==> config.mk <==
export PLATFORM = sky130hd
export DESIGN_NAME = trapctl_top
export DESIGN_NICKNAME = d
export VERILOG_FILES = /design/src/rtl/trapctl_pkg.sv /design/src/rtl/trapctl_arbiter.sv /design/src/rtl/trapctl_fsm.sv /design/src/rtl/trapctl_top.sv
export SDC_FILE = /design/constraint.sdc
export NUM_CORES = 1
export LEC_CHECK = 0
export ABC_AREA = 0
export BUFFER_PORTS_ARGS = -buffer_cell sky130_fd_sc_hd__buf_4
export CELL_PAD_IN_SITES_DETAIL_PLACEMENT = 0
export CELL_PAD_IN_SITES_GLOBAL_PLACEMENT = 1
export CORE_MARGIN = 4
export CORE_UTILIZATION = 28
export CTS_CLUSTER_DIAMETER = 60
export DETAILED_ROUTE_END_ITERATION = 7
export PLACE_DENSITY = 0.88
export SETUP_SLACK_MARGIN = 0.05
export SYNTH_ARGS = -nofsm -noshare
export SYNTH_HDL_FRONTEND = slang
export SYNTH_HIERARCHICAL = 1
export SYNTH_SLANG_ARGS = --single-unit
==> constraint.sdc <==
create_clock -name clk_i -period 3.1 [get_ports clk_i]
set_input_delay 0.775 -clock clk_i [delete_from_list [all_inputs] [get_ports clk_i]]
set_output_delay 0.775 -clock clk_i [all_outputs]
set_load 0.02 [all_outputs]
==> src/rtl/trapctl_pkg.sv <==
package trapctl_pkg;
   typedef enum logic [1:0] {
      PCS_NONE = 2'd0,
      PCS_JUMP = 2'd1,
      PCS_EXC  = 2'd2,
      PCS_DBG  = 2'd3
   } pc_sel_e;

   typedef enum logic [2:0] {
      ACT_NONE,
      ACT_JUMP,
      ACT_EXC,
      ACT_EXC_STEP,
      ACT_EBRK,
      ACT_HALT,
      ACT_STEP,
      ACT_IRQ
   } act_e;

   localparam logic [2:0] DCAUSE_EBREAK = 3'd1;
   localparam logic [2:0] DCAUSE_HALT   = 3'd3;
   localparam logic [2:0] DCAUSE_STEP   = 3'd4;

   localparam int unsigned EXC_CODE_ILLEGAL = 2;
   localparam int unsigned EXC_CODE_ECALL   = 11;
endpackage

==> src/rtl/trapctl_arbiter.sv <==
module trapctl_arbiter
   import trapctl_pkg::*;
#(
   parameter bit GATE_IN_DEBUG = 1'b1
) (
   input  logic debug_mode_i,
   input  logic instr_valid_i,
   input  logic instr_done_i,
   input  logic exc_illegal_i,
   input  logic exc_ecall_i,
   input  logic exc_ebreak_i,
   input  logic jump_req_i,
   input  logic debug_req_i,
   input  logic step_en_i,
   input  logic irq_pending_i,
   output act_e act_o,
   output logic dreq_live_o,
   output logic retire_o
);
   logic irq_g, step_g;

   // Request gating against debug mode, chosen at elaboration
   generate
      if (GATE_IN_DEBUG) begin : g_gate
         assign dreq_live_o = debug_req_i   & ~debug_mode_i;
         assign irq_g       = irq_pending_i & ~debug_mode_i;
         assign step_g      = step_en_i     & ~debug_mode_i;
      end else begin : g_pass
         logic unused_mode;
         assign unused_mode = debug_mode_i;
         assign dreq_live_o = debug_req_i;
         assign irq_g       = irq_pending_i;
         assign step_g      = step_en_i;
      end
   endgenerate

   logic done, boundary, exc;
   assign done     = instr_valid_i & instr_done_i;
   assign boundary = ~instr_valid_i | instr_done_i;
   assign exc      = done & (exc_illegal_i | exc_ecall_i);
   assign retire_o = done;

   // Fixed priority: current instruction, then halt, then interrupt
   always_comb begin
      if (exc)                          act_o = step_g ? ACT_EXC_STEP : ACT_EXC;
      else if (done && exc_ebreak_i)    act_o = ACT_EBRK;
      else if (boundary && dreq_live_o) act_o = ACT_HALT;
      else if (done && step_g)          act_o = ACT_STEP;
      else if (boundary && irq_g)       act_o = ACT_IRQ;
      else if (done && jump_req_i)      act_o = ACT_JUMP;
      else                              act_o = ACT_NONE;
   end
endmodule

==> src/rtl/trapctl_fsm.sv <==
module trapctl_fsm
   import trapctl_pkg::*;
#(
   parameter int unsigned XLEN = 32
) (
   input  logic            clk_i,
   input  logic            rst_ni,
   input  act_e            act_i,
   input  logic            dreq_live_i,
   input  logic [XLEN-1:0] pc_next_i,
   output logic            confirm_o,
   output logic            commit_o,
   output logic            hold_o,
   output logic [XLEN-1:0] dpc_saved_o
);
   typedef enum logic {ST_RUN, ST_CONFIRM} state_e;
   state_e state_q, state_d;
   logic [XLEN-1:0] dpc_q;

   always_comb begin
      state_d = state_q;
      unique case (state_q)
         ST_RUN:     if (act_i == ACT_HALT) state_d = ST_CONFIRM;
         ST_CONFIRM: state_d = ST_RUN;
         default:    state_d = ST_RUN;
      endcase
   end

   always_ff @(posedge clk_i or negedge rst_ni) begin
      if (!rst_ni) begin
         state_q <= ST_RUN;
         dpc_q   <= '0;
      end else begin
         state_q <= state_d;
         if (state_q == ST_RUN && act_i == ACT_HALT) dpc_q <= pc_next_i;
      end
   end

   assign confirm_o   = (state_q == ST_CONFIRM);
   assign commit_o    = confirm_o & dreq_live_i;
   assign hold_o      = (state_q == ST_RUN && act_i == ACT_HALT) | commit_o;
   assign dpc_saved_o = dpc_q;
endmodule

==> src/rtl/trapctl_top.sv <==
module trapctl_top
   import trapctl_pkg::*;
#(
   parameter int unsigned XLEN          = 32,
   parameter int unsigned CODE_W        = 5,
   parameter bit          GATE_IN_DEBUG = 1'b1
) (
   input  logic              clk_i,
   input  logic              rst_ni,
   input  logic              instr_valid_i,
   input  logic              instr_done_i,
   input  logic              exc_illegal_i,
   input  logic              exc_ecall_i,
   input  logic              exc_ebreak_i,
   input  logic              jump_req_i,
   input  logic [XLEN-1:0]   pc_id_i,
   input  logic [XLEN-1:0]   pc_next_i,
   input  logic [XLEN-1:0]   trap_vec_i,
   input  logic              debug_req_i,
   input  logic              step_en_i,
   input  logic              debug_mode_i,
   input  logic              irq_pending_i,
   input  logic [CODE_W-1:0] irq_id_i,
   output logic              pc_set_o,
   output logic [1:0]        pc_sel_o,
   output logic              instr_valid_clr_o,
   output logic              fetch_hold_o,
   output logic              mepc_we_o,
   output logic [XLEN-1:0]   mepc_o,
   output logic [CODE_W:0]   mcause_o,
   output logic              dpc_we_o,
   output logic [XLEN-1:0]   dpc_o,
   output logic [2:0]        dcause_o,
   output logic              retire_o
);
   localparam int unsigned CAUSE_W = CODE_W + 1;

   generate
      if (XLEN < 16)  begin : g_bad_xlen  $error("XLEN must be at least 16");  end
      if (CODE_W < 4) begin : g_bad_code  $error("CODE_W must hold code 11"); end
   endgenerate

   act_e            act;
   logic            dreq_live, confirm, commit, hold;
   logic [XLEN-1:0] dpc_saved;

   trapctl_arbiter #(.GATE_IN_DEBUG(GATE_IN_DEBUG)) u_arb (
      .debug_mode_i  (debug_mode_i),
      .instr_valid_i (instr_valid_i),
      .instr_done_i  (instr_done_i),
      .exc_illegal_i (exc_illegal_i),
      .exc_ecall_i   (exc_ecall_i),
      .exc_ebreak_i  (exc_ebreak_i),
      .jump_req_i    (jump_req_i),
      .debug_req_i   (debug_req_i),
      .step_en_i     (step_en_i),
      .irq_pending_i (irq_pending_i),
      .act_o         (act),
      .dreq_live_o   (dreq_live),
      .retire_o      (retire_o)
   );

   trapctl_fsm #(.XLEN(XLEN)) u_fsm (
      .clk_i       (clk_i),
      .rst_ni      (rst_ni),
      .act_i       (act),
      .dreq_live_i (dreq_live),
      .pc_next_i   (pc_next_i),
      .confirm_o   (confirm),
      .commit_o    (commit),
      .hold_o      (hold),
      .dpc_saved_o (dpc_saved)
   );

   logic [CAUSE_W-1:0] exc_cause;
   assign exc_cause = {1'b0, exc_illegal_i ? CODE_W'(EXC_CODE_ILLEGAL) : CODE_W'(EXC_CODE_ECALL)};
   assign fetch_hold_o = hold;

   always_comb begin
      pc_set_o          = 1'b0;
      pc_sel_o          = PCS_NONE;
      instr_valid_clr_o = 1'b0;
      mepc_we_o         = 1'b0;
      mepc_o            = '0;
      mcause_o          = '0;
      dpc_we_o          = 1'b0;
      dpc_o             = '0;
      dcause_o          = '0;
      if (confirm) begin
         if (commit) begin
            pc_set_o = 1'b1; pc_sel_o = PCS_DBG; instr_valid_clr_o = 1'b1;
            dpc_we_o = 1'b1; dpc_o = dpc_saved; dcause_o = DCAUSE_HALT;
         end
      end else begin
         unique case (act)
            ACT_JUMP: begin
               pc_set_o = 1'b1; pc_sel_o = PCS_JUMP;
            end
            ACT_EXC: begin
               pc_set_o = 1'b1; pc_sel_o = PCS_EXC; instr_valid_clr_o = 1'b1;
               mepc_we_o = 1'b1; mepc_o = pc_id_i; mcause_o = exc_cause;
            end
            ACT_EXC_STEP: begin
               pc_set_o = 1'b1; pc_sel_o = PCS_DBG; instr_valid_clr_o = 1'b1;
               mepc_we_o = 1'b1; mepc_o = pc_id_i; mcause_o = exc_cause;
               dpc_we_o = 1'b1; dpc_o = trap_vec_i; dcause_o = DCAUSE_STEP;
            end
            ACT_EBRK: begin
               pc_set_o = 1'b1; pc_sel_o = PCS_DBG; instr_valid_clr_o = 1'b1;
               dpc_we_o = 1'b1; dpc_o = pc_id_i; dcause_o = DCAUSE_EBREAK;
            end
            ACT_STEP: begin
               pc_set_o = 1'b1; pc_sel_o = PCS_DBG; instr_valid_clr_o = 1'b1;
               dpc_we_o = 1'b1; dpc_o = pc_next_i; dcause_o = DCAUSE_STEP;
            end
            ACT_IRQ: begin
               pc_set_o = 1'b1; pc_sel_o = PCS_EXC; instr_valid_clr_o = 1'b1;
               mepc_we_o = 1'b1; mepc_o = pc_next_i; mcause_o = {1'b1, irq_id_i};
            end
            default: ;
         endcase
      end
   end
endmodule

==> results.py, run 1 <==
metrics = {
    "timing": {
        "setup_violations": 79,
        "final_max_slew_viol_count": 0,
        "fmax_mhz": 296,
        "relSlewSlack_pct": 57.6,
        "worst_pin_slew_ps": 635,
        "clock_skew_ps": 8.53,
        "hold_violations": 0,
        "worst_slack_ps": -284,
        "rsz0062_at_grt": "true",
        "period_needed_ps": 3380,
        "fin_crit_sh_pct": 109,
    },
    "power_and_ir_drop": {
        "pwr-share-clk_pct": 16.7,
        "total_power_mw": 2.55,
        "swShare_pct": 33.2,
        "power.density_nw_per_um2": 420,
        "p_sw_mw": 0.847,
        "intPower_mw": 1.70,
        "seqPwrFrac_pct": 27.9,
        "pwr-share-comb_pct": 55.4,
        "vdd_drop_max_uv": 191,
        "p_leak_nw": 2.90,
    },
    "grt": {
        "grt_max_degree": 34,
        "grt-ovfl-total": 0,
        "grt_usage_pct": 19.6,
        "antenna_found_initial": 0,
        "grt_first_pass_wirelength_um": 18400,
        "grt_pass1_vias": 3579,
    },
    "finish": {
        "fin_util_pct": 59.0,
        "final_cell_mix": "buf_4, buf_6, dfrtp_1, a22o_4, a221o_1",
        "layout-area-overhead-vs-synth_pct": 107,
        "drive_gt1_share_pct": 72.5,
        "finalNetCount": 617,
        "layout_commonest_cell": "buf_4",
        "antenna_cells": 0,
    },
    "synthesis": {
        "yosys-mux-area-fraction_pct": 27.2,
        "syn-cell-area_um2": 2930,
        "syn_inst": 276,
        "ys_ff_latch": 33,
        "synth.net_count": 389,
        "yosysWarnings": 6,
        "synth-simple-area-share_pct": 12.0,
        "synth_compound_gate_area_share_pct": 24.0,
        "synth-adder-area-share_pct": 0,
        "synth-edff-count": 0,
        "synth_cell_types": 39,
        "synth_flop_cell": "dfrtp_1",
        "avgSynthCellArea_um2": 10.6,
        "synth_top_family_by_area": "multiplexers",
        "ys_async_sr_fraction_pct": 100,
        "synthXorXnorAreaFrac_pct": 0.299,
        "synth-seq-area-share_pct": 28.1,
    },
    "placement": {
        "hpwl_um": 8210,
        "portBuffers": 193,
        "gp_congestion": 0.855,
    },
    "detailed_routing": {
        "avgRoutedWirePerCell_um": 20.1,
        "postRouteAntennaNets": 0,
        "firstDrtPassIters": 4,
        "vias": 3324,
        "drt_iter0_markers": 135,
        "drc": 0,
        "drt-total-wl_um": 12900,
        "via_per_inst": 5.19,
    },
    "status": {
        "status": "finished, violations left",
        "violations": "negative setup slack",
    },
    "worst_hold_path": {
        "hold_class": "input pin to asynchronous set/reset pin",
    },
    "clocking": {
        "cts_made_buffers": 5,
        "root_buffer": "clkbuf_8",
        "cts_sinks": 33,
        "worstSkewPairLatency_ps": 280,
        "path_clk_slew_ps": 70,
        "tritoncts": "yes",
        "clockBufferDepth": 2,
        "cts_max_level": 2,
    },
    "critical_path": {
        "cp_slowest_cell": "or3b_4",
        "critPathMaxFanout": 16,
        "cp.arrival_ps": 2610,
        "path_delay_family": "compound AO/OA/AOI/OAI gates",
        "path_cells": "buf_4, o211ai_1, mux2_4, o31a_1, or3b_4, buf_12, nor2_1, a221o_1, buf_6",
        "endpoint_kind": "output port",
        "crit_required_ps": 2320,
        "crit_path_max_incr_delay_ps": 420,
        "startpoint_type": "input pin",
        "crit_type": "input pin to output port",
        "critPathBufInv": 3,
    },
    "floorplan": {
        "die_area_um2": 12200,
        "ios": 194,
        "dieHeight_um": 110,
        "die_w_um": 110,
        "start_util_pct": 28.5,
        "rows": 37,
        "design.core.area_um2": 10300,
    },
    "flow_run": {
        "drv_cap": 0,
    },
}
-- worst reg2reg max path, stage by stage (launching register included) --
cell,delay (ps)
dfrtp_1,510
and4bb_2,370
buf_4,530
mux2_2,420
-- cells in the mapped netlist, types with 2 or more instances --
library cell / count / area [µm²]
nor2_1: 38 / 143
dfrtp_1: 33 / 826
a221o_1: 32 / 320
a22o_1: 32 / 280
mux2i_1: 32 / 320
mux2_4: 28 / 420
buf_2: 11 / 55.1
buf_6: 9 / 101
a21oi_1: 7 / 35.0
mux2_2: 5 / 56.3
nor2b_1: 5 / 31.3
and2_1: 4 / 25.0
nand2b_1: 4 / 25.0
buf_12: 3 / 60.1
clkbuf_1: 3 / 11.3
buf_4: 2 / 15.0
nand2_1: 2 / 7.51
nand3_1: 2 / 10.0
nor3_1: 2 / 10.0
o21ai_0: 2 / 10.0
o2bb2ai_1: 2 / 17.5
-- stage by stage --
stage / cells / setup WS, ps / hold WS [ps] / setup TNS [ps] / area (µm²)
after floorplan: 276 / -209 / 479 / -11150 / 3330
after global placement: 605 / -336 / 493 / -16510 / 4980
after detailed placement: 605 / -331 / 495 / -21260 / 4980
after CTS: 634 / -268 / 438 / -16220 / 5810
after global routing: 641 / -356 / 457 / -23550 / 6060
final: 641 / -284 / 432 / -18150 / 6060
-- state kept, by name, summed over array words and instances, names as in the netlist --
register           count
u_fsm/dpc_saved_o     32
u_fsm/confirm_o        1
-- power by group through the flow --
| stage | combinational (mW) | sequential (mW) | clock (mW) |
|---|---|---|---|
| global placement | 1.14 | 0.705 | 0 |
| detailed placement | 1.16 | 0.707 | 0 |
| finish | 1.41 | 0.712 | 0.426 |
| global route | 1.48 | 0.733 | 0.463 |
| floorplan | 0.755 | 0.678 | 0 |
| CTS | 1.35 | 0.709 | 0.443 |
-- routing by layer --
layer / track usage [%] / part of all wire [%]
met3: 4.31 / 6.3
met4: 3.87 / 1.0
met1: 22.7 / 39
met2: 37.0 / 53
met5: 0 / 0
-- worst paths after layout --
check / startpoint / end / slack, ps / depth (start not counted)
worst max-delay path: exc_illegal_i / dpc_o[25] / -280 / 9
worst min-delay path: rst_ni / u_fsm/dpc_saved_o[8] / 430 / 1
worst max register to register: u_fsm/confirm_o / u_fsm/dpc_saved_o[31] / 1160 / 3
worst min register to register: u_fsm/dpc_saved_o[10] / u_fsm/dpc_saved_o[10] / 520 / 1
max in group asynchronous: rst_ni / u_fsm/dpc_saved_o[22] / 2350 / 1
min in group clk_i: u_fsm/dpc_saved_o[10] / u_fsm/dpc_saved_o[10] / 520 / 1
-- final cells by class --
type	instances	area (µm²)
multi-input combinational	214	2380
tap	136	170
clock inverter	1	30.0
sequential	33	826
fill	857	4210
timing repair buffer	249	2570
clock buffer	7	86.3
inverter	1	3.75
-- cells by family after synthesis --
| kind of cell | after synthesis |
|---|---|
| AND/OR/NAND/NOR | 68 |
| flip-flops | 33 |
| XOR/XNOR | 1 |
| buffers and inverters | 29 |
| multiplexers | 65 |
| AO/OA/AOI/OAI | 80 |
-- what timing repair did --
action / CTS / global route
cloned: 7 / 5
hold buffers: 0 / 0
pin swaps: 27 / 14
buffers inserted: 16 / 6
gates resized for setup: 116 / 33
setup endpoints to repair: 79 / 80
Power figures use the tool's default switching activity.
==> run 2, diff against run 1 <==
--- a/config.mk
+++ b/config.mk
@@ -16,4 +16,5 @@
 export PLACE_DENSITY = 0.88
 export SETUP_SLACK_MARGIN = 0.05
+export SKIP_CTS_REPAIR_TIMING = 1
 export SYNTH_ARGS = -nofsm -noshare
 export SYNTH_HDL_FRONTEND = slang
==> constraint.sdc (replaced) <==
create_clock -name clk_i -period 3.1 [get_ports clk_i]
set_input_delay 0.775 -clock clk_i [delete_from_list [all_inputs] [get_ports clk_i]]
set_output_delay 0.775 -clock clk_i [all_outputs]
set_load 0.1 [all_outputs]
==> results.py, run 2 (synthesized netlist as in run 1, its figures left out) <==
metrics = {
    "critical_path": {
        "crit_path_max_incr_delay_ps": 350,
        "endpoint_kind": "output port",
        "critPathMaxFanout": 7,
        "crit_path_frequent_cell": "buf_12",
        "path_delay_family": "buffers and inverters",
        "critPathBufInv": 5,
        "crit_required_ps": 2320,
        "crit_type": "input pin to output port",
        "cp.arrival_ps": 2750,
        "startpoint_type": "input pin",
        "path_cells": "buf_12, and2b_2, o41ai_4, buf_4, buf_8, buf_12, mux2i_2, nor2_1, a221o_4, buf_12",
        "cp_slowest_cell": "o41ai_4",
    },
    "finish": {
        "seqCellArea_um2": 826,
        "finalNetCount": 614,
        "antenna_cells": 0,
        "instances_no_fill": 638,
        "fill_cells": 696,
        "layout-area-overhead-vs-synth_pct": 140,
        "drive_gt1_share_pct": 77.1,
        "layout_commonest_cell": "buf_4",
        "multi_input_area_um2": 2720,
        "largest_register_ffs": 32,
        "final_cell_mix": "buf_4, buf_12, dfrtp_1, a22o_4, nor2_1",
    },
    "floorplan": {
        "start_util_pct": 28.5,
        "die_w_um": 110,
        "die_area_um2": 12200,
        "dieHeight_um": 110,
        "ios": 194,
        "design.core.area_um2": 10300,
        "rows": 37,
    },
    "placement": {
        "portBuffers": 193,
        "gp_congestion": 0.813,
        "pre_cts_slack_ps": -528,
        "place_inst": 611,
        "hpwl_um": 8570,
    },
    "power_and_ir_drop": {
        "p_leak_nw": 3.20,
        "vdd_drop_max_uv": 280,
        "power.density_nw_per_um2": 501,
        "seqPwrFrac_pct": 21.0,
        "pwr-share-comb_pct": 67.1,
        "swShare_pct": 44.8,
        "p_sw_mw": 1.58,
        "total_power_mw": 3.54,
        "pwr-share-clk_pct": 11.9,
        "intPower_mw": 1.95,
    },
    "timing": {
        "setup_violations": 79,
        "hold_violations": 0,
        "worst_pin_slew_ps": 640,
        "period_needed_ps": 3520,
        "worst_slack_ps": -421,
        "final_max_slew_viol_count": 0,
        "clock_skew_ps": 7.44,
        "relSlewSlack_pct": 57.3,
        "rsz0062_at_grt": "true",
        "fin_crit_sh_pct": 114,
        "fmax_mhz": 284,
    },
    "flow_run": {
        "drv_cap": 0,
    },
    "clocking": {
        "cts_made_buffers": 5,
        "root_buffer": "clkbuf_8",
        "path_clk_slew_ps": 70,
        "cts_sinks": 33,
        "tritoncts": "yes",
        "clockBufferDepth": 2,
        "worstSkewPairLatency_ps": 280,
        "cts_max_level": 2,
    },
    "grt": {
        "grt_first_pass_wirelength_um": 16600,
        "grt-ovfl-total": 0,
        "grt_max_degree": 34,
        "grt_pass1_vias": 3294,
        "antenna_found_initial": 0,
        "grt_usage_pct": 17.4,
    },
    "detailed_routing": {
        "avgRoutedWirePerCell_um": 21.4,
        "postRouteAntennaNets": 0,
        "firstDrtPassIters": 6,
        "vias": 3309,
        "drt-total-wl_um": 13600,
        "via_per_inst": 5.19,
        "drt_iter0_markers": 116,
        "drc": 0,
    },
    "status": {
        "violations": "negative setup slack",
        "status": "finished, violations left",
    },
    "worst_hold_path": {
        "hold_class": "input pin to asynchronous set/reset pin",
    },
}
==> run 2: cell types whose count changed in the layout (fill, tap and decap cells not counted), sizes merged <==
| cell | change |
|---|---|
| buf | -6 |
| clkbuf | +4 |
| bufbuf | -1 |
==> run 2: power groups by stage <==
stage | clock [mW] | sequential [mW] | combinational, mW
3_5_place_dp | 0 | 0.743 | 1.90
6_report | 0.421 | 0.743 | 2.37
4_1_cts | 0.440 | 0.739 | 1.90
2_1_floorplan | 0 | 0.708 | 1.50
3_3_place_gp | 0 | 0.735 | 1.87
5_1_grt | 0.460 | 0.764 | 2.45
==> run 2: worst paths after layout <==
check / start / end / cells past startpoint / slack, ps
max reg2reg: u_fsm/confirm_o / u_fsm/dpc_saved_o[26] / 3 / 1160
min reg2reg: u_fsm/dpc_saved_o[31] / u_fsm/dpc_saved_o[31] / 1 / 520
max: instr_valid_i / dpc_o[9] / 10 / -420
min: rst_ni / u_fsm/dpc_saved_o[10] / 1 / 440
min in group clk_i: u_fsm/dpc_saved_o[31] / u_fsm/dpc_saved_o[31] / 1 / 520
max in group asynchronous: rst_ni / u_fsm/dpc_saved_o[25] / 1 / 2330
==> run 2: layout make-up <==
cell class	instances	share of cell area, %
multi-input combinational	214	38.6
inverter	1	0.0532
sequential	33	11.7
tap	136	2.41
clock buffer	7	1.22
timing repair buffer	246	45.6
clock inverter	1	0.426
==> run 2: stage by stage <==
stage	cell area (µm²)	hold WS (ps)	utilization, %	setup TNS [ps]
after floorplan	3700	479	-	-24940
final	7060	439	68.7	-21660
after detailed placement	5420	505	52.7	-32800
after global routing	7060	459	68.7	-27470
after CTS	5530	446	53.8	-32760
after global placement	5420	493	52.7	-29610
==> run 2: layer usage <==
metal / share of wire (%) / wire length, µm / GRT usage [%] / vias to the layer above
met5: 0 / 0 / 0 / -
met4: 0.80 / 109 / 2.73 / 0
met3: 5.2 / 712 / 3.73 / 10
met2: 56 / 7660 / 32.8 / 110
met1: 38 / 5160 / 20.5 / 1662
li1: - / - / - / 1527
==> run 3, diff against run 2 <==
CAP_MARGIN = 25   (was not set)
MAX_ROUTING_LAYER = met4   (was not set)
==> results.py, run 3 (synthesized netlist as in run 1, its figures left out) <==
metrics = {
    "status": {
        "status": "finished, violations left",
        "violations": "negative setup slack",
    },
    "detailed_routing": {
        "m1WireLength_um": 5200,
        "highest_layer": "met4",
        "wl_met2_um": 7630,
        "postRouteAntennaNets": 0,
        "drt_iter0_markers": 141,
        "drc": 0,
        "avgRoutedWirePerCell_um": 21.3,
        "via_per_inst": 5.21,
        "vias": 3325,
        "firstDrtPassIters": 4,
        "drt-total-wl_um": 13600,
        "wl_met3_um": 624,
    },
    "power_and_ir_drop": {
        "intPower_mw": 1.95,
        "pwr-share-clk_pct": 11.9,
        "power.density_nw_per_um2": 501,
        "seqPwrFrac_pct": 21.0,
        "p_leak_nw": 3.20,
        "total_power_mw": 3.54,
        "p_sw_mw": 1.58,
        "pwr-share-comb_pct": 67.1,
        "vdd_drop_max_uv": 262,
        "swShare_pct": 44.8,
    },
    "grt": {
        "grt_usage_pct": 17.9,
        "grt_pass1_vias": 3291,
        "grt_max_degree": 34,
        "grt-ovfl-total": 0,
        "grt_first_pass_wirelength_um": 16600,
        "antenna_found_initial": 0,
    },
    "timing": {
        "rsz0062_at_grt": "true",
        "whs_ps": 438,
        "fmax_mhz": 284,
        "fin_crit_sh_pct": 114,
        "hold_violations": 0,
        "relSlewSlack_pct": 56.8,
        "setup_violations": 79,
        "worst_slack_ps": -423,
        "period_needed_ps": 3520,
        "final_max_slew_viol_count": 0,
        "fin_setup_tns_ps": -21680,
        "clock_skew_ps": 8.52,
        "worst_pin_slew_ps": 648,
    },
    "floorplan": {
        "dieHeight_um": 110,
        "design.core.area_um2": 10300,
        "die_w_um": 110,
        "die_area_um2": 12200,
        "rows": 37,
        "ios": 194,
        "start_util_pct": 28.5,
    },
    "critical_path": {
        "crit_path_frequent_cell": "buf_12",
        "critPathMaxFanout": 7,
        "path_cells": "buf_12, and2b_2, o41ai_4, buf_4, buf_8, clkbuf_16, mux2i_1, nor2_1, a221o_4, buf_12",
        "endpoint_kind": "output port",
        "startpoint_type": "input pin",
        "ff2ff_setup_slack_ps": 1140,
        "rr_worst_depth": 3,
        "crit_required_ps": 2320,
        "endpoint": "dpc_o[4]",
        "cp.arrival_ps": 2750,
        "crit_type": "input pin to output port",
        "crit_path_start": "instr_valid_i",
        "cp_slowest_cell": "o41ai_4",
        "timing.rr.end": "u_fsm/dpc_saved_o[26]",
        "rr_startpoint": "u_fsm/confirm_o",
        "crit_path_max_incr_delay_ps": 360,
    },
    "clocking": {
        "root_buffer": "clkbuf_8",
        "cts_sinks": 33,
        "path_clk_slew_ps": 80,
        "cts_max_level": 2,
        "clockBufferDepth": 2,
        "tritoncts": "yes",
        "worstSkewPairLatency_ps": 280,
        "cts_made_buffers": 5,
    },
    "finish": {
        "final_cell_mix": "buf_4, buf_12, dfrtp_1, a22o_4, nor2_1",
        "layout-area-overhead-vs-synth_pct": 140,
        "finalNetCount": 614,
        "antenna_cells": 0,
        "fin_area_um2": 7060,
        "drive_gt1_share_pct": 77.1,
        "largest_register_ffs": 32,
        "layout_commonest_cell": "buf_4",
    },
    "placement": {
        "hpwl_um": 8570,
        "pre_cts_slack_ps": -528,
        "portBuffers": 193,
        "gp_congestion": 0.825,
        "placed_area_um2": 5420,
    },
    "flow_run": {
        "drv_cap": 0,
    },
    "worst_hold_path": {
        "hold_class": "input pin to asynchronous set/reset pin",
    },
}
[run 3: cell counts in the layout (fill, tap and decap cells not counted)]
No cell type changed its count.
[run 3: layer usage]
metal / vias up / global-route usage, %
met5: - / -
met4: 0 / 2.73
li1: 1521 / -
met1: 1681 / 20.8
met3: 12 / 3.20
met2: 111 / 32.8
[run 3: worst max-delay path: cells and delay by family]
| family | cells | cell delay [ps] |
|---|---|---|
| mux | 1 | 200 |
| compound gates | 2 | 710 |
| buf+inv | 5 | 740 |
| simple gates | 2 | 300 |
[run 3: cell type report]
type                    instances  area (µm²)
fillers                       694        3220
repair buffers                246        3220
flip-flops and latches         33         826
clock inverters                 1        30.0
multi-input cells             214        2720
inverters                       1        3.75
clock buffers                   7        86.3
well taps                     136         170
[run 3: power groups by stage]
stage	clock network, mW	registers (mW)	logic, mW
2_1_floorplan	0	0.708	1.50
3_3_place_gp	0	0.735	1.87
3_5_place_dp	0	0.743	1.90
4_1_cts	0.440	0.739	1.90
5_1_grt	0.461	0.764	2.45
6_report	0.420	0.742	2.37
[run 3: worst min-delay path by stage]
| stage | startpoint | end | slack (ps) | depth (start not counted) |
|---|---|---|---|---|
| after floorplan | rst_ni | u_fsm/confirm_o | 480 | 0 |
| after global placement | u_fsm/dpc_saved_o[0] | u_fsm/dpc_saved_o[0] | 490 | 1 |
| after detailed placement | u_fsm/dpc_saved_o[31] | u_fsm/dpc_saved_o[31] | 510 | 1 |
| after CTS | rst_ni | u_fsm/dpc_saved_o[9] | 450 | 1 |
| after global routing | rst_ni | u_fsm/dpc_saved_o[10] | 460 | 1 |
| final | rst_ni | u_fsm/dpc_saved_o[10] | 440 | 1 |
[run 3: through the flow]
step	util, %	instances
2_1_floorplan	-	276
3_3_place_gp	52.7	611
3_5_place_dp	52.7	611
4_1_cts	53.8	619
5_1_grt	68.7	638
6_report	68.7	638
